===== config.mk =====
export PLATFORM = sky130hd
export DESIGN_NAME = amap_decoder
export DESIGN_NICKNAME = d
export VERILOG_FILES = /design/src/rtl/amap_pkg.sv /design/src/rtl/amap_cfg_reg.sv /design/src/rtl/amap_reg_dec.sv /design/src/rtl/amap_ram_dec.sv /design/src/rtl/amap_decoder.sv
export SDC_FILE = /design/constraint.sdc
export NUM_CORES = 1
export LEC_CHECK = 0
export BUFFER_PORTS_ARGS = -buffer_cell sky130_fd_sc_hd__buf_2
export CAP_MARGIN = 5
export CORE_MARGIN = 4
export CORE_UTILIZATION = 42
export CTS_CLUSTER_SIZE = 10
export DETAILED_ROUTE_END_ITERATION = 10
export PLACE_DENSITY_LB_ADDON = 0.08
export SYNTH_ARGS = -nofsm -noshare
export SYNTH_HDL_FRONTEND = slang
export SYNTH_SLANG_ARGS = --single-unit

===== constraint.sdc =====
create_clock -name clk -period 1.5 [get_ports clk]
set_input_delay 0.3 -clock clk [delete_from_list [all_inputs] [get_ports clk]]
set_output_delay 0.3 -clock clk [all_outputs]
set_load 0.01 [all_outputs]

===== src/rtl/amap_pkg.sv =====
package amap_pkg;
  localparam int ADDR_W      = 16;
  localparam int RAM_AW      = 10;
  localparam int RAM_FLD_W   = ADDR_W - RAM_AW;
  localparam int CODE_W      = 2;
  localparam int MAP_W       = RAM_FLD_W + CODE_W;
  localparam int NIB_W       = 4;
  localparam int REG_SPAN    = 96;
  localparam int REG_OFS_W   = $clog2(REG_SPAN);
  localparam int WIN_CYCLES  = 64;

  typedef struct packed {
    logic [RAM_FLD_W-1:0] ram_blk;
    logic [CODE_W-1:0]    reg_code;
  } map_t;

  localparam map_t MAP_RESET = '{ram_blk: '0, reg_code: 2'b01};

  // Base nibble of the register block: a four-entry table indexed by the code.
  function automatic logic [NIB_W-1:0] reg_base_nib(input logic [CODE_W-1:0] code);
    logic [NIB_W-1:0] nib;
    nib = '0;
    nib[CODE_W-1:0] = code;
    return nib;
  endfunction

  // True when the low part of the address lies inside the register span.
  function automatic logic in_reg_span(input logic [ADDR_W-NIB_W-1:0] low);
    return low < (ADDR_W-NIB_W)'(REG_SPAN);
  endfunction
endpackage


===== src/rtl/amap_cfg_reg.sv =====
module amap_cfg_reg
  import amap_pkg::*;
#(
  parameter int WIN = WIN_CYCLES
) (
  input  logic             clk,
  input  logic             rst_n,
  input  logic             special_i,
  input  logic             wr_i,
  input  logic [MAP_W-1:0] wdata_i,
  output map_t             map_o
);
  localparam int CNT_W = $clog2(WIN + 1);

  logic [CNT_W-1:0] cyc_cnt;
  logic             taken;
  logic             win_open;
  logic             wr_ok;
  map_t             map_q;

  assign win_open = (cyc_cnt < CNT_W'(WIN)) && !taken;
  assign wr_ok    = wr_i && (special_i || win_open);

  always_ff @(posedge clk or negedge rst_n) begin
    if (!rst_n) begin
      cyc_cnt <= '0;
    end else if (cyc_cnt != CNT_W'(WIN)) begin
      cyc_cnt <= cyc_cnt + 1'b1;
    end
  end

  always_ff @(posedge clk or negedge rst_n) begin
    if (!rst_n) begin
      taken <= 1'b0;
      map_q <= MAP_RESET;
    end else if (wr_ok) begin
      map_q <= map_t'(wdata_i);
      if (!special_i) taken <= 1'b1;
    end
  end

  assign map_o = map_q;

  assert_cnt_saturates_R7: assert property (@(posedge clk) disable iff (!rst_n)
    cyc_cnt <= CNT_W'(WIN));

  assert_window_closed_R7: assert property (@(posedge clk) disable iff (!rst_n)
    (!special_i && cyc_cnt == CNT_W'(WIN)) |=> $stable(map_q));

  assert_single_write_R8: assert property (@(posedge clk) disable iff (!rst_n)
    (!special_i && taken) |=> $stable(map_q));
endmodule


===== src/rtl/amap_reg_dec.sv =====
module amap_reg_dec
  import amap_pkg::*;
(
  input  logic [ADDR_W-1:0]    addr_i,
  input  logic [CODE_W-1:0]    code_i,
  output logic                 hit_o,
  output logic [REG_OFS_W-1:0] ofs_o
);
  logic nib_match;
  logic span_match;

  assign nib_match  = addr_i[ADDR_W-1 -: NIB_W] == reg_base_nib(code_i);
  assign span_match = in_reg_span(addr_i[ADDR_W-NIB_W-1:0]);
  assign hit_o      = nib_match && span_match;
  assign ofs_o      = hit_o ? addr_i[REG_OFS_W-1:0] : '0;

  always_comb begin
    if (hit_o) assert_reg_ofs_in_span_R4: assert (ofs_o < REG_OFS_W'(REG_SPAN));
  end
endmodule


===== src/rtl/amap_ram_dec.sv =====
module amap_ram_dec
  import amap_pkg::*;
(
  input  logic [ADDR_W-1:0]    addr_i,
  input  logic [RAM_FLD_W-1:0] blk_i,
  input  logic                 block_i,
  output logic                 hit_o,
  output logic [RAM_AW-1:0]    ofs_o
);
  logic blk_match;

  assign blk_match = addr_i[ADDR_W-1:RAM_AW] == blk_i;
  assign hit_o     = blk_match && !block_i;
  assign ofs_o     = hit_o ? addr_i[RAM_AW-1:0] : '0;
endmodule


===== src/rtl/amap_decoder.sv =====
module amap_decoder
  import amap_pkg::*;
(
  input  logic        clk,
  input  logic        rst_n,
  input  logic        special_i,
  input  logic        map_wr_i,
  input  logic [7:0]  map_wdata_i,
  input  logic [15:0] addr_i,
  output logic        ram_sel_o,
  output logic [9:0]  ram_ofs_o,
  output logic        regs_sel_o,
  output logic [6:0]  regs_ofs_o
);
  map_t map_cur;
  logic reg_hit;

  amap_cfg_reg #(.WIN(WIN_CYCLES)) u_cfg (
    .clk       (clk),
    .rst_n     (rst_n),
    .special_i (special_i),
    .wr_i      (map_wr_i),
    .wdata_i   (map_wdata_i),
    .map_o     (map_cur)
  );

  amap_reg_dec u_regdec (
    .addr_i (addr_i),
    .code_i (map_cur.reg_code),
    .hit_o  (reg_hit),
    .ofs_o  (regs_ofs_o)
  );

  amap_ram_dec u_ramdec (
    .addr_i  (addr_i),
    .blk_i   (map_cur.ram_blk),
    .block_i (reg_hit),
    .hit_o   (ram_sel_o),
    .ofs_o   (ram_ofs_o)
  );

  assign regs_sel_o = reg_hit;

  assert_selects_exclusive_R6: assert property (@(posedge clk) disable iff (!rst_n)
    !(ram_sel_o && regs_sel_o));
endmodule


==> metrics.md <==
| Metric | Value |
|---|---|
| Mapped Cells | `94` |
| Num CTS Buffers | `3` |
| Reg area | `401.6 um^2` |
| CP required | `1.20 ns` |
| Syn_nets | `124` |
| Max frequency | `0.5164 GHz` |
| Leakage | `0.7631 nW` |
| Synthesized area | `1055 um^2` |
| Critical Path, Cell by Cell | `xnor2_2, and3_4, a2111oi_4, buf_2` |
| Die Height | `58.12 um` |
| EDFF count, synth | `0` |
| FF-to-FF path depth | `5` |
| Synth Register Bits | `16` |
| Min-delay worst type | `in2reg` |
| H-Tree Depth | `1` |
| Seq/Total Area, Yosys | `38.08%` |
| Most common cell in the netlist | `dfrtp_1` |
| Status | `complete, but fails checks` |
| Mapped Avg Cell Area | `11.22 um^2` |
| Number of global-route vias before repair | `914` |
| XOR/XNOR share of the synthesized area | `11.63%` |
| Initial DRC count | `26` |
| Root Driver | `clkbuf_4` |
| Critical path peak fanout | `8` |
| Die area | `3377 um^2` |
| Fillers | `175` |
| I/O pin count | `47` |
| Largest net degree at the start of global routing | `17` |
| RR Endpoint | `u_cfg.cyc_cnt[1]` |
| CP Capture Type | `output pin` |
| Chip width | `58.12 um` |
| Final hold violations | `0` |
| Clk slew on worst S/H paths | `0.08 ns` |
| Crit path arrival time | `1.64 ns` |
| Initial cell density of the core | `45.92%` |
| RSZ-0062 raised after global routing | `true` |
| Multi-input logic area | `754.5 um^2` |
| Fin area | `1682 um^2` |
| Initial antenna violation count | `0` |
| Synth Area in Adders | `2.372%` |
| DR pass1 iterations | `2` |
| Post-synth top area share | `35.59%` |
| Cell Pwr Density | `647.6 nW/um^2` |
| Diodes inserted | `0` |
| Top FF cell, synth | `dfrtp_1` |
| Via/cell ratio | `5.032` |
| CP max stage cell | `dfstp_2` |
| Synth Area in Simple Gates | `16.96%` |
| Skew final | `0.004509 ns` |
| Startpoint Class | `register` |
| Flop-to-flop setup slack | `0.13 ns` |
| WL/cell | `13.25 um` |
| Final GP Congestion | `0.8167` |
| RR Startpoint | `u_cfg.cyc_cnt[0]` |
| DR vias | `946` |
| Final Setup Violations | `19` |
| First-pass GRT wire length | `4167 um` |
| Failing checks | `setup timing` |
| Setup ws final | `-0.4363 ns` |
| DRC | `0` |
| Post-DP Area | `1463 um^2` |
| Synth area leader | `dfrtp_1` |
| Slowest stage delay, CP | `0.55 ns` |
| Final WL | `2491 um` |
| Post-route ant nets | `0` |
| HPWL Detailed | `1930 um` |
| Grt ovf | `0` |
| Min-Delay Startpoint | `special_i` |
| Row Count | `17` |
| Nets | `191` |
| Ys async rst share | `100.0%` |
| Final worst path period need | `1.936 ns` |
| GRT Total Usage | `16.00%` |
| Layout cells sized above 1 | `61.25%` |
| # port buffers | `46` |
| Top post-synthesis cells by count | `dfrtp_1 (15), xnor2_1 (13), inv_1 (12), a2111oi_2 (7), nor3_2 (7)` |
| Max-slew violations | `0` |
| Slew @ Worst Pin | `0.3418 ns` |
| Clk_lat worst skew | `0.28 ns` |
| Yosys Warn Count | `0` |
| Mux cell area share after synthesis | `9.609%` |
| Max Root-Sink Buffers | `2` |
| Largest family of logic cells by synthesized area | `simple AND/OR/NAND/NOR gates` |
| Max_cap viols | `0` |
| Layout area overhead | `59.43%` |
| Type of the worst setup path | `reg2out` |
| Fraction of the mapped netlist area in compound gates | `15.66%` |
| Slew margin rel. | `77.21%` |
| Synth area leaders | `dfrtp_1 (36%), xnor2_1 (11%), a2111oi_2 (10%)` |
| Worst Hold Endpoint | `u_cfg.taken` |
| Core footprint | `2297 um^2` |
| Num Clock Sinks | `16` |
| Yosys cell types | `26` |
| CTS tree | `yes` |
| Hold depth | `2` |
| Peak supply drop | `0.0005641 V` |
| Fraction of the cycle the final worst path needs | `129.1%` |
| Setup TNS | `-7.046 ns` |
final cells by class:
class | count | share of cell area, %
tap | 28 | 2.083
clock buffer | 4 | 1.563
timing repair buffer | 65 | 24.93
sequential | 16 | 23.88
inverter | 12 | 2.679
multi-input combinational | 63 | 44.87
critical path: cells and delay by family, from the launching register on:
kind | cells | cell delay (ns)
flops | 1 | 0.55
compound gates | 1 | 0.31
simple gates | 1 | 0.25
buf+inv | 1 | 0.18
xor+xnor | 1 | 0.07
power breakdown:
group / total [mW] / internal (mW) / leakage [nW] / switching [mW]
clock: 0.226 / 0.103 / 0.0150 / 0.123
combinational: 0.362 / 0.175 / 0.564 / 0.187
sequential: 0.500 / 0.473 / 0.184 / 0.0275
metrics by stage:
stage	utilization [%]	power, mW	cells	hold slack, ns	worst slack, ns
3_3_place_gp	63.67	0.7770	181	0.2231	-0.3202
2_1_floorplan	-	0.6645	94	0.004409	-0.1922
6_report	73.20	1.089	188	0.2077	-0.4363
5_1_grt	73.20	1.161	188	0.2106	-0.5487
3_5_place_dp	63.67	0.7843	181	0.2211	-0.3591
4_1_cts	70.86	1.080	186	0.1978	-0.4426
layout by cell type, fill, tap and decap left out, drive strengths merged, types with 2 or more instances in the layout:
cell	Yosys	layout
nor3	11	11
inv	12	12
mux2	9	9
dfrtp	15	15
buf	3	64
nand3	5	5
ha	2	2
xnor2	13	13
nor2	2	2
a2111oi	7	7
and3	2	2
clkbuf	0	4
repair_timing:
| item | 4_1_cts | 5_1_grt |
|---|---|---|
| gates resized for setup | 17 | 9 |
| setup buffers | 0 | 1 |
| setup endpoints to repair | 19 | 20 |
| gates cloned | 0 | 1 |
| pin swaps | 11 | 12 |
| endpoints found under the hold margin | 15 | 0 |
| hold buffers | 1 | 0 |
worst max path at each step:
stage	to	slack [ns]	cells after the start	startpoint
5_1_grt	ram_ofs_o[3]	-0.55	5	u_cfg.map_o[2]
3_5_place_dp	regs_ofs_o[5]	-0.36	5	addr_i[10]
6_report	ram_ofs_o[2]	-0.44	4	u_cfg.map_o[0]
4_1_cts	ram_ofs_o[2]	-0.44	4	u_cfg.map_o[0]
3_3_place_gp	regs_ofs_o[2]	-0.32	5	addr_i[10]
2_1_floorplan	ram_ofs_o[0]	-0.19	4	u_cfg.map_o[0]
flip-flops by register name, indices dropped and copies added, names as in the netlist:
name and count:
u_cfg.map_o 8, u_cfg.cyc_cnt 7, u_cfg.taken 1
routing by layer:
metal  GRT usage (%)  part of all wire [%]  wire (um)
met5               0                     0          0
met4           8.609                   2.4         59
met3           4.232                   5.4        134
met2           26.13                    50       1255
met1           19.09                    42       1041
cell families (layout without fill, tap and decap cells):
| family | after synthesis | after routing |
|---|---|---|
| buf+inv | 15 | 81 |
| xor+xnor | 14 | 14 |
| mux | 9 | 9 |
| fa+ha+maj | 2 | 2 |
| simple gates | 26 | 26 |
| compound gates | 12 | 12 |
| flops | 16 | 16 |
Note: power is estimated with default switching activity, not from simulation.
